File: src/rtl/eprom_emu_pkg.sv
package eprom_emu_pkg;

    typedef enum logic [1:0] {
        LVL_LOW  = 2'b00,
        LVL_HIGH = 2'b01,
        LVL_HV   = 2'b10,
        LVL_RSVD = 2'b11
    } pin_lvl_e;

    typedef enum logic [2:0] {
        M_STANDBY = 3'd0,
        M_INHIBIT = 3'd1,
        M_OUTOFF  = 3'd2,
        M_READ    = 3'd3,
        M_IDENT   = 3'd4,
        M_PROGRAM = 3'd5
    } mode_e;

    localparam logic [7:0] MFR_CODE   = 8'h20;
    localparam logic [7:0] DEV_CODE   = 8'h42;
    localparam logic [7:0] ERASED_VAL = 8'hFF;

endpackage

File: src/rtl/eprom_mode_fsm.sv
module eprom_mode_fsm
    import eprom_emu_pkg::*;
(
    input  logic       clk,
    input  logic       rst_n,
    input  logic       ce_n,
    input  logic [1:0] lvl,
    input  logic       a9_hv,
    output mode_e      mode_q,
    output mode_e      mode_nxt,
    output logic       wr_strobe
);

    pin_lvl_e lvl_e;
    assign lvl_e = pin_lvl_e'(lvl);

    always_comb begin
        mode_nxt = M_STANDBY;
        if (ce_n) begin
            mode_nxt = (lvl_e == LVL_HV) ? M_INHIBIT : M_STANDBY;
        end else begin
            unique case (lvl_e)
                LVL_HV:  mode_nxt = M_PROGRAM;
                LVL_LOW: mode_nxt = a9_hv ? M_IDENT : M_READ;
                default: mode_nxt = M_OUTOFF;
            endcase
        end
    end

    always_ff @(posedge clk) begin
        if (!rst_n) mode_q <= M_STANDBY;
        else        mode_q <= mode_nxt;
    end

    // one strobe per program pulse: only on entry to PROGRAM
    assign wr_strobe = (mode_nxt == M_PROGRAM) && (mode_q != M_PROGRAM);

    a_r6_single_write: assert property (@(posedge clk) disable iff (!rst_n)
        wr_strobe |=> !wr_strobe);

    a_r4_no_write_deselected: assert property (@(posedge clk) disable iff (!rst_n)
        ce_n |-> !wr_strobe);

endmodule

File: src/rtl/eprom_cell_array.sv
module eprom_cell_array
    import eprom_emu_pkg::*;
#(
    parameter int DATA_W     = 8,
    parameter int DEPTH_LOG2 = 6
) (
    input  logic                  clk,
    input  logic                  rst_n,
    input  logic                  erase,
    input  logic                  wr_en,
    input  logic [DEPTH_LOG2-1:0] idx,
    input  logic [DATA_W-1:0]     wdata,
    output logic [DATA_W-1:0]     rdata
);

    localparam int DEPTH = 1 << DEPTH_LOG2;
    localparam logic [DATA_W-1:0] ALL_ONES = {DATA_W{1'b1}};

    logic [DATA_W-1:0] mem [DEPTH];

    always_ff @(posedge clk) begin
        if (!rst_n || erase) begin
            for (int i = 0; i < DEPTH; i++) mem[i] <= ALL_ONES;
        end else if (wr_en) begin
            mem[idx] <= mem[idx] & wdata;
        end
    end

    assign rdata = mem[idx];

    a_r5_zeros_land: assert property (@(posedge clk) disable iff (!rst_n)
        (wr_en && !erase) |=> ((mem[$past(idx)] & ~$past(wdata)) == '0));

    a_r5_no_bit_set: assert property (@(posedge clk) disable iff (!rst_n)
        (wr_en && !erase) |=> ((mem[$past(idx)] | $past(rdata)) == $past(rdata)));

    a_r8_erase_all: assert property (@(posedge clk) disable iff (!rst_n)
        erase |=> (mem[0] == ALL_ONES && mem[DEPTH-1] == ALL_ONES));

endmodule

File: src/rtl/eprom_out_drv.sv
module eprom_out_drv
    import eprom_emu_pkg::*;
#(
    parameter int DATA_W = 8
) (
    input  logic              clk,
    input  logic              rst_n,
    input  mode_e             mode_nxt,
    input  logic              a0,
    input  logic [DATA_W-1:0] cell_data,
    output logic [DATA_W-1:0] rdata,
    output logic              rdata_oe
);

    always_ff @(posedge clk) begin
        if (!rst_n) begin
            rdata    <= '0;
            rdata_oe <= 1'b0;
        end else begin
            unique case (mode_nxt)
                M_READ: begin
                    rdata    <= cell_data;
                    rdata_oe <= 1'b1;
                end
                M_IDENT: begin
                    rdata    <= a0 ? DATA_W'(DEV_CODE) : DATA_W'(MFR_CODE);
                    rdata_oe <= 1'b1;
                end
                default: begin
                    rdata    <= '0;
                    rdata_oe <= 1'b0;
                end
            endcase
        end
    end

    a_r7_ident_code: assert property (@(posedge clk) disable iff (!rst_n)
        (mode_nxt == M_IDENT) |=>
            (rdata_oe && rdata == ($past(a0) ? DATA_W'(DEV_CODE) : DATA_W'(MFR_CODE))));

    a_r3_quiet_bus: assert property (@(posedge clk) disable iff (!rst_n)
        !rdata_oe |-> (rdata == '0));

endmodule

File: src/rtl/eprom_mode_emu.sv
module eprom_mode_emu
    import eprom_emu_pkg::*;
#(
    parameter int ADDR_W     = 20,
    parameter int DATA_W     = 8,
    parameter int DEPTH_LOG2 = 6
) (
    input  logic              clk,
    input  logic              rst_n,
    input  logic [ADDR_W-1:0] addr_i,
    input  logic              ce_n_i,
    input  logic [1:0]        oeprog_lvl_i,
    input  logic              a9_hv_i,
    input  logic              erase_all_i,
    input  logic [DATA_W-1:0] wdata_i,
    output logic [DATA_W-1:0] rdata_o,
    output logic              rdata_oe_o
);

    mode_e             mode_q;
    mode_e             mode_nxt;
    logic              wr_strobe;
    logic [DATA_W-1:0] cell_rd;
    logic              unused_addr_hi;

    assign unused_addr_hi = ^addr_i[ADDR_W-1:DEPTH_LOG2] ^ ^mode_q;

    eprom_mode_fsm u_fsm (
        .clk       (clk),
        .rst_n     (rst_n),
        .ce_n      (ce_n_i),
        .lvl       (oeprog_lvl_i),
        .a9_hv     (a9_hv_i),
        .mode_q    (mode_q),
        .mode_nxt  (mode_nxt),
        .wr_strobe (wr_strobe)
    );

    eprom_cell_array #(
        .DATA_W     (DATA_W),
        .DEPTH_LOG2 (DEPTH_LOG2)
    ) u_array (
        .clk   (clk),
        .rst_n (rst_n),
        .erase (erase_all_i),
        .wr_en (wr_strobe),
        .idx   (addr_i[DEPTH_LOG2-1:0]),
        .wdata (wdata_i),
        .rdata (cell_rd)
    );

    eprom_out_drv #(
        .DATA_W (DATA_W)
    ) u_out (
        .clk       (clk),
        .rst_n     (rst_n),
        .mode_nxt  (mode_nxt),
        .a0        (addr_i[0]),
        .cell_data (cell_rd),
        .rdata     (rdata_o),
        .rdata_oe  (rdata_oe_o)
    );

    a_r4_standby_release: assert property (@(posedge clk) disable iff (!rst_n)
        ce_n_i |=> !rdata_oe_o);

    a_r2_read_drives: assert property (@(posedge clk) disable iff (!rst_n)
        (!ce_n_i && oeprog_lvl_i == 2'b00) |=> rdata_oe_o);

endmodule

File: config.mk
export PLATFORM = sky130hd
export DESIGN_NAME = eprom_mode_emu
export DESIGN_NICKNAME = d
export VERILOG_FILES = /design/src/rtl/eprom_emu_pkg.sv /design/src/rtl/eprom_mode_fsm.sv /design/src/rtl/eprom_cell_array.sv /design/src/rtl/eprom_out_drv.sv /design/src/rtl/eprom_mode_emu.sv
export SDC_FILE = /design/constraint.sdc
export NUM_CORES = 1
export LEC_CHECK = 0
export BUFFER_PORTS_ARGS = -buffer_cell sky130_fd_sc_hd__buf_4
export CAP_MARGIN = 20
export CORE_MARGIN = 2
export CORE_UTILIZATION = 40
export DETAILED_ROUTE_END_ITERATION = 7
export HOLD_SLACK_MARGIN = 0.05
export PLACE_DENSITY = 0.6
export SLEW_MARGIN = 0
export SYNTH_ARGS = -nofsm -noshare
export SYNTH_HDL_FRONTEND = slang
export SYNTH_SLANG_ARGS = --single-unit
File: constraint.sdc
create_clock -name clk -period 3.47 [get_ports clk]
set_input_delay 0.1735 -clock clk [delete_from_list [all_inputs] [get_ports clk]]
set_output_delay 0.1735 -clock clk [all_outputs]
set_load 0.01 [all_outputs]
==> results.cfg <==
[setup_path]
worstPathRequired_ns = 4.02
cp_data_arrival_time_ns = 3.53
crit_path_start_kind = primary input
critPathCaptureType = flip-flop
crit_fanout = 19
critPathKind = in -> reg

[worst_hold_path]
hold_class = in -> reg

[cts]
htree_levels = 2
cts_buffers = 54
clock_sinks = 524
cts_tree = done
root_buffer = clkbuf_16
insertion_delay_ns = 0.63
clock_path_buffers = 3
ctsResizeCount = 0
clkTransAtPathRegs_ns = 0.06

[grt]
gr-total-overflow = 0
antenna_found_initial = 0
grt_pass1_wl_um = 111000
grt_pass1_vias = 16677
grt_max_degree = 69
grtUsageTotal = 0.248

[timing]
skew_ns = 0.0300
finalHoldViolCount = 0
final.setup.tns_ns = 0
rsz0062_at_grt = no
worst_slew_pin_slew_ns = 1.13
fmax_ghz = 0.335
slew_viol_final = 0
period_needed_ns = 2.98
setup_viol = 0
relSlewSlack = 0.244
fin_crit_sh = 0.860
hold_ws_ns = 0.0693

[final_layout]
diodes = 0
final_cells = 2892
fin_nets = 2112
fillerInstances = 5154
drive_gt1_frac = 0.168
syn_to_final_growth_pct = 16.8

[run]
max_cap_viol_count = 0

[placed_design]
io_buffers = 29
dp.cells = 2786
place.gp.congestion = 0.897
hpwl_um = 50000

[die]
dieArea_um2 = 61500
rows = 89
io_pins = 44
die_y_um = 248
start_util = 0.404
fp.dieW_um = 248
core_um2 = 58900

[synth]
postSynthCellCount = 1959
synth.area.top_cells = edfxtp_1 65%, nand2_1 8.8%, mux2i_1 3.4%
ys_ff_latch = 524
seq_area_frac_synth = 0.656
yosysTopAreaCellShare = 0.645
synth_nets = 1994
async_reset_ff_frac = 0
ys_types = 67
synth.avg_cell_area_um2 = 12.2
ys.flop_type = edfxtp_1
synth_edf_count = 512
ys_warn_count = 0
synth_top_area_cell = edfxtp_1
synth_area_um2 = 23800

[routing]
drt-total-wl_um = 75800
drc_errors = 0
wl_per_cell_um = 26.2
viasPerCell = 5.94
vias = 17184
first_pass_iters = 5
drt_iter0_drc = 2252
ant_nets = 0

[power]
powerDensity_nw_per_um2 = 521
ir_drop_uv = 355
power.leakage_nw = 8.21

[status]
status = completed
## path summary, 6_finish.rpt
path / startpoint / to / slack [ns] / depth (start not counted)
hold / removal: wdata_i[5] / u_array.mem[48][5]$_SDFFCE_PN1P_ / 0.07 / 4
setup / recovery: addr_i[2] / u_out.rdata[5]$_SDFF_PN0_ / 0.49 / 9
setup reg to reg: u_array.mem[46][7]$_SDFFCE_PN1P_ / u_array.mem[9][7]$_SDFFCE_PN1P_ / 0.55 / 8
hold reg to reg: u_array.mem[32][3]$_SDFFCE_PN1P_ / u_out.rdata[3]$_SDFF_PN0_ / 1.00 / 5
## metrics by stage
stage,area (um2),utilization,total power [mW],setup WS (ns)
finish,27800,0.472,14.5,0.486
global route,27800,0.472,14.8,0.414
CTS,27800,0.472,14.5,0.582
detailed placement,25900,0.440,8.49,0.243
global placement,25900,0.440,8.48,0.295
floorplan,23800,-,7.85,0.813
## layout make-up
cell class                 instances  area, um2  area share
clock buffer                      69       1510      0.0543
clock inverter                    29        335      0.0120
inverter                          17       63.8     0.00229
multi-input combinational       1248       7280       0.262
sequential                       524      15600       0.561
tap                              773        967      0.0348
timing repair buffer             232       2060      0.0739
## power breakdown
group | switching [mW] | leakage [nW] | internal (mW)
clock | 2.47 | 0.910 | 3.65
sequential | 0.00740 | 3.92 | 6.94
combinational | 0.988 | 3.37 | 0.450
total | 3.46 | 8.21 | 11.0
## placed cells by master, fill, tap and decap left out, types with 23 or more instances in the layout
cell and n:
o22ai_1 35, a22oi_1 34, o21ai_0 77, mux2i_1 80
clkbuf_16 57, nand2_1 558, a221o_1 25, a21oi_1 24
buf_12 23, edfxtp_1 512, buf_4 199, nor2_1 89
## state kept, by name, indices dropped and copies added (netlist names)
signal and flops:
u_out.rdata 8, u_array.mem 512, u_out.rdata_oe 1, u_fsm.mode_q 3
## cell usage after synthesis (all sizes together), types with 10 or more instances
cell / count
a21oi: 24
dfxtp: 12
nand3: 15
nor3b: 13
a221o: 25
clkbuf: 60
and2: 10
a31oi: 22
nor3: 10
edfxtp: 512
buf: 110
nand3b: 12
mux2i: 80
and3b: 10
a22oi: 34
and3: 13
or3b: 11
o32ai: 18
nand2b: 16
o22ai: 35
a32oi: 15
nor2b: 12
o22a: 12
inv: 17
nor2: 90
nand2: 558
a221oi: 18
o21ai: 79
## per-layer routing
metal | wire [um] | GRT usage | vias up
li1 | - | - | 7483
met5 | 0 | 0 | -
met3 | 7760 | 0.0463 | 144
met2 | 34800 | 0.392 | 966
met4 | 2350 | 0.0733 | 0
met1 | 30900 | 0.349 | 8591
## logic make-up (layout without fill, tap and decap cells)
kind of cell           count (synthesis)  after routing  synth area share
AND/OR/NAND/NOR                      801            801             0.147
flip-flops                           524            524             0.656
AO/OA/AOI/OAI                        349            349             0.110
buffers and inverters                187            347            0.0405
multiplexers                          98             98            0.0465
## critical path, cell delays in order
cell,delay (ns)
buf_6,0.22
nor2b_2,0.81
buf_4,0.34
a31oi_1,0.11
a31oi_1,0.44
a2111o_1,0.36
nor3_1,0.08
a2111oi_0,0.35
dlygate4sd3_1,0.60
## timing repair
| item | 4_1_cts | 5_1_grt |
|---|---|---|
| buffers inserted | 0 | 0 |
| hold endpoints to repair | 7 | 0 |
| hold buffers | 8 | 0 |
(Power assumes the default switching activity.)
